**config.mk**
```make
export PLATFORM = sky130hd
export DESIGN_NAME = usb_clkgate_ctrl
export DESIGN_NICKNAME = d
export VERILOG_FILES = /design/src/rtl/usb_cg_pkg.sv /design/src/rtl/usb_cg_idle_timer.sv /design/src/rtl/usb_cg_hold_timer.sv /design/src/rtl/usb_cg_status_sync.sv /design/src/rtl/usb_clkgate_ctrl.sv
export SDC_FILE = /design/constraint.sdc
export NUM_CORES = 1
export LEC_CHECK = 0
export BUFFER_PORTS_ARGS = -buffer_cell sky130_fd_sc_hd__buf_2
export CAP_MARGIN = 10
export CORE_AREA = 2 2 39 41
export DETAILED_ROUTE_END_ITERATION = 8
export DIE_AREA = 0 0 41 43
export PLACE_DENSITY_LB_ADDON = 0.12
export SYNTH_ARGS = -nofsm -noshare
export SYNTH_HDL_FRONTEND = slang
export SYNTH_SLANG_ARGS = --single-unit
```
**constraint.sdc**
```tcl
create_clock -name clk -period 2.4 [get_ports clk]
set_input_delay 0 -clock clk [delete_from_list [all_inputs] [get_ports clk]]
set_output_delay 0 -clock clk [all_outputs]
set_load 0.01 [all_outputs]
```
**src/rtl/usb_cg_pkg.sv**
```systemverilog
package usb_cg_pkg;
  typedef struct packed {
    logic core;
    logic master;
  } clk_pair_t;

  function automatic int unsigned cnt_width(input int unsigned maxval);
    return (maxval < 2) ? 1 : $clog2(maxval + 1);
  endfunction
endpackage

```
**src/rtl/usb_cg_idle_timer.sv**
```systemverilog
module usb_cg_idle_timer #(
  parameter int unsigned IDLE_MS = 3
) (
  input  logic clk,
  input  logic rst_n,
  input  logic pwr_en,
  input  logic ms_tick,
  input  logic bus_active,
  output logic suspended
);
  localparam int unsigned CW = usb_cg_pkg::cnt_width(IDLE_MS);
  localparam logic [CW-1:0] LAST = CW'(IDLE_MS - 1);

  logic [CW-1:0] idle_cnt;
  logic          susp_q;

  always_ff @(posedge clk or negedge rst_n) begin
    if (!rst_n) begin
      idle_cnt <= '0;
      susp_q   <= 1'b0;
    end else if (!pwr_en || bus_active) begin
      idle_cnt <= '0;
      susp_q   <= 1'b0;
    end else if (ms_tick && !susp_q) begin
      if (idle_cnt == LAST) begin
        susp_q <= 1'b1;
      end else begin
        idle_cnt <= idle_cnt + 1'b1;
      end
    end
  end

  assign suspended = susp_q;
endmodule

```
**src/rtl/usb_cg_hold_timer.sv**
```systemverilog
module usb_cg_hold_timer #(
  parameter int unsigned HOLD_MS = 2
) (
  input  logic clk,
  input  logic rst_n,
  input  logic pwr_en,
  input  logic ms_tick,
  input  logic dma_access,
  output logic hold_active
);
  localparam int unsigned LOADV = HOLD_MS + 1;
  localparam int unsigned CW    = usb_cg_pkg::cnt_width(LOADV);

  logic [CW-1:0] hold_cnt;

  always_ff @(posedge clk or negedge rst_n) begin
    if (!rst_n) begin
      hold_cnt <= '0;
    end else if (!pwr_en) begin
      hold_cnt <= '0;
    end else if (dma_access) begin
      hold_cnt <= CW'(LOADV);
    end else if (ms_tick && (hold_cnt != '0)) begin
      hold_cnt <= hold_cnt - 1'b1;
    end
  end

  assign hold_active = (hold_cnt != '0);
endmodule

```
**src/rtl/usb_cg_status_sync.sv**
```systemverilog
module usb_cg_status_sync #(
  parameter int unsigned STAGES = 2
) (
  input  logic clk,
  input  logic rst_n,
  input  logic d,
  output logic q
);
  logic [STAGES-1:0] chain;

  generate
    for (genvar i = 0; i < STAGES; i++) begin : g_stage
      if (i == 0) begin : g_first
        always_ff @(posedge clk or negedge rst_n) begin
          if (!rst_n) chain[0] <= 1'b0;
          else        chain[0] <= d;
        end
      end else begin : g_next
        always_ff @(posedge clk or negedge rst_n) begin
          if (!rst_n) chain[i] <= 1'b0;
          else        chain[i] <= chain[i-1];
        end
      end
    end
  endgenerate

  assign q = chain[STAGES-1];
endmodule

```
**src/rtl/usb_clkgate_ctrl.sv**
```systemverilog
module usb_clkgate_ctrl #(
  parameter int unsigned IDLE_MS     = 3,
  parameter int unsigned HOLD_MS     = 2,
  parameter int unsigned SYNC_STAGES = 2
) (
  input  logic clk,
  input  logic rst_n,
  input  logic pwr_en,
  input  logic ms_tick,
  input  logic bus_active,
  input  logic dma_access,
  input  logic sw_core_en,
  input  logic sw_master_en,
  output logic core_gate_en,
  output logic master_gate_en,
  output logic slave_gate_en,
  output logic core_clk_on,
  output logic master_clk_on,
  output logic need_clk,
  output logic suspended
);
  import usb_cg_pkg::*;

  logic      susp_w;
  logic      hold_w;
  clk_pair_t gate;
  clk_pair_t stat;

  usb_cg_idle_timer #(.IDLE_MS(IDLE_MS)) u_idle (
    .clk(clk), .rst_n(rst_n), .pwr_en(pwr_en), .ms_tick(ms_tick),
    .bus_active(bus_active), .suspended(susp_w)
  );

  usb_cg_hold_timer #(.HOLD_MS(HOLD_MS)) u_hold (
    .clk(clk), .rst_n(rst_n), .pwr_en(pwr_en), .ms_tick(ms_tick),
    .dma_access(dma_access), .hold_active(hold_w)
  );

  always_comb begin
    gate.core   = pwr_en && (sw_core_en || !susp_w);
    gate.master = pwr_en && (sw_master_en || hold_w);
  end

  usb_cg_status_sync #(.STAGES(SYNC_STAGES)) u_sync_core (
    .clk(clk), .rst_n(rst_n), .d(gate.core), .q(stat.core)
  );

  usb_cg_status_sync #(.STAGES(SYNC_STAGES)) u_sync_master (
    .clk(clk), .rst_n(rst_n), .d(gate.master), .q(stat.master)
  );

  assign core_gate_en   = gate.core;
  assign master_gate_en = gate.master;
  assign slave_gate_en  = pwr_en;
  assign core_clk_on    = stat.core;
  assign master_clk_on  = stat.master;
  assign suspended      = susp_w;
  assign need_clk       = stat.core || stat.master || (susp_w && bus_active);
endmodule

```
==> metrics.md <==
| Metric | Value |
|---|---|
| Outcome | `complete, no violations` |
| Routed vias | `342` |
| Io pins | `15` |
| FF-to-FF End | `u_hold.hold_cnt[1]$_DFFE_PN0P_` |
| Post-Synth Adder-Cell Area | `5.92%` |
| Worst VDD drop | `0.284 mV` |
| Dominant combinational cell family by area after synthesis | `simple AND/OR/NAND/NOR gates` |
| Worst clock skew | `9.81 ps` |
| Initial antenna violation count | `0` |
| Length in cells of the worst reg-to-reg path | `4` |
| PwrDens | `584 nW/um2` |
| Postcts setup bufs | `0` |
| Mapped Cells | `37` |
| Setup TNS | `0 ps` |
| Yosys reg bits | `9` |
| Final hold vios | `0` |
| Fin crit period | `1240 ps` |
| PostCTS Resize Cnt | `0` |
| CP arrival | `1370 ps` |
| DRC | `0` |
| Cell accounting for the most synthesized area | `dfrtp_1` |
| Vias in the first global route | `387` |
| Post-route ant nets | `0` |
| IO buf count | `14` |
| Reg2reg setup slack | `1160 ps` |
| Worst setup EP type | `register` |
| Initial Util | `30.6%` |
| Die Area | `1760 um2` |
| CTS sink cnt | `9` |
| Max cap viols | `0` |
| # hold bufs at CTS | `4` |
| Worst Hold Path EP | `u_idle.idle_cnt[1]$_DFFE_PN0P_` |
| Max Clock Freq | `807 MHz` |
| CTS tree | `done` |
| Total grt overflow | `0` |
| Die H | `43 um` |
| Wire length per cell | `12.5 um` |
| Ranking of synthesized cells by area | `dfrtp_1 (53%), ha_1 (5.9%), inv_1 (5.3%)` |
| Relative slew slack | `81.1%` |
| Xor and xnor area share after synthesis | `0%` |
| Die X | `41 um` |
| Cell Rows | `14` |
| Simple-gate share of the synthesized area | `19.8%` |
| Num CTS Buffers | `3` |
| Final setup viols | `0` |
| CTS clk-pin slew, worst paths | `70 ps` |
| CP max FO | `3` |
| Synth warn | `0` |
| FF-to-FF Start | `u_hold.hold_cnt[0]$_DFFE_PN0P_` |
| Diode count | `0` |
| Placer Congestion | `0.585` |
| Largest net degree at the start of global routing | `10` |
| Hpwl dp | `756 um` |
| Final clock period utilization by the worst path | `51.6%` |
| Nets | `69` |
| Worst-skew pair later-pin latency | `260 ps` |
| Area growth, synth to finish | `35.2%` |
| Layout cell share with drive strength beyond 1 | `31.0%` |
| Synthesized area per cell | `11.4 um2` |
| Core Box Area | `1380 um2` |
| First-pass GRT wire length | `1570 um` |
| DR pass1 iterations | `2` |
| Proportion of synthesized area in mux cells | `4.73%` |
| Total Power | `0.334 mW` |
| Distinct cell type count after synthesis | `15` |
| Least-Margin Pin Slew | `279 ps` |
| RSZ-0062 raised after global routing | `no` |
| Worst-case clock buffer depth | `2` |
| Mapped Nets | `47` |
| Root Buffer | `clkbuf_4` |
| Global Route Usage Sum | `14.0%` |
| Worst hold start | `pwr_en` |
| Compound-Gate Fraction of Synth Area | `9.17%` |
| Fin Hold WS | `48.0 ps` |
| Yosys top cell area share | `53.3%` |
| Hold path cells | `3` |
| Worst Hold Class | `primary input to register` |
| Count of pins over their slew limit | `0` |
| H-tree level count | `1` |
| Vias per inst | `4.62` |
| CP required | `2530 ps` |
| Mapped Area | `423 um2` |
| Sequential-to-total area share from yosys stat | `53.3%` |
| Initial DRC count | `3` |
| Static Leak | `0.292 nW` |
| DRT Wirelength | `927 um` |
| Crit path launch type | `register` |
| Critical path type | `register to register` |
-- layout make-up --
| cell class | instances | area [um2] |
|---|---|---|
| fill | 141 | 812 |
| sequential | 9 | 225 |
| multi-input combinational | 21 | 168 |
| timing repair buffer | 18 | 110 |
| clock buffer | 4 | 26.3 |
| inverter | 6 | 22.5 |
| tap | 16 | 20.0 |
-- worst max path at each step --
stage                                   start                              to  slack, ps  cells past startpoint
3_3_place_gp   u_idle.idle_cnt[0]$_DFFE_PN0P_  u_idle.idle_cnt[1]$_DFFE_PN0P_       1230                      4
5_1_grt        u_hold.hold_cnt[0]$_DFFE_PN0P_                  master_gate_en       1050                      4
4_1_cts        u_hold.hold_cnt[0]$_DFFE_PN0P_                  master_gate_en       1140                      4
6_report       u_hold.hold_cnt[0]$_DFFE_PN0P_  u_hold.hold_cnt[1]$_DFFE_PN0P_       1160                      4
2_1_floorplan  u_idle.idle_cnt[0]$_DFFE_PN0P_  u_idle.idle_cnt[1]$_DFFE_PN0P_       1230                      4
3_5_place_dp   u_idle.idle_cnt[0]$_DFFE_PN0P_  u_idle.idle_cnt[1]$_DFFE_PN0P_       1170                      4
-- cell families after synthesis --
logic type / after synthesis
AND/OR/NAND/NOR: 11
AO/OA/AOI/OAI: 6
multiplexers: 2
buffers and inverters: 7
flip-flops: 9
adder cells (fa/ha/maj): 2
-- power by group --
part | switching (mW) | total [mW] | leakage [nW] | internal [mW]
logic | 0.0261 | 0.0524 | 0.163 | 0.0264
registers | 0.00521 | 0.166 | 0.114 | 0.161
clock network | 0.0516 | 0.115 | 0.0150 | 0.0639
total | 0.0829 | 0.334 | 0.292 | 0.251
-- flip-flops by register name, indices dropped and copies added (netlist names) --
name	flops
u_idle.suspended	1
u_idle.idle_cnt	2
u_sync_core.chain	1
u_sync_master.chain	1
u_sync_core.q	1
u_sync_master.q	1
u_hold.hold_cnt	2
-- metal layers --
layer	up-vias	GRT usage, %	wire length [um]
met5	-	0	0
met2	7	26.3	539
met4	0	8.00	0
met3	0	3.14	46
met1	164	12.0	341
li1	171	-	-
-- cell usage after synthesis --
library cell  instances
dfrtp_1               9
nand2b_1              1
nor4bb_1              2
a211o_1               1
a21oi_1               3
nor3_1                1
buf_4                 1
ha_1                  2
nor2_1                2
or3b_1                2
inv_1                 6
nor3b_2               1
a211oi_1              2
nand3b_1              2
mux2i_1               2
-- per-stage QoR --
stage	utilization [%]	setup WS [ps]	std cells	cell area, um2
2_1_floorplan	-	1230	37	423
3_3_place_gp	36.5	1230	66	505
3_5_place_dp	36.5	1170	66	505
4_1_cts	41.3	1140	74	572
5_1_grt	41.3	1050	74	572
6_report	41.3	1160	74	572
-- cells in the final DEF (no fill, tap or decap) --
master and n:
nor3b_2 1, clkbuf_1 1, dfrtp_1 9, nor3_1 1, dlygate4sd3_1 4, inv_1 6
nand3b_1 2, buf_2 14, a211o_1 1, nand2b_1 1, ha_1 2, clkbuf_4 3
nor4bb_1 2, nor2_1 2, a21oi_1 3, mux2i_1 2, or3b_1 2, a211oi_1 2
-- worst max-delay path, stage by stage, from the launching register on --
cell and delay, ps:
dfrtp_1 380, inv_1 50, ha_1 270, nor4bb_1 310, a211oi_1 100
(Power assumes the default switching activity.)
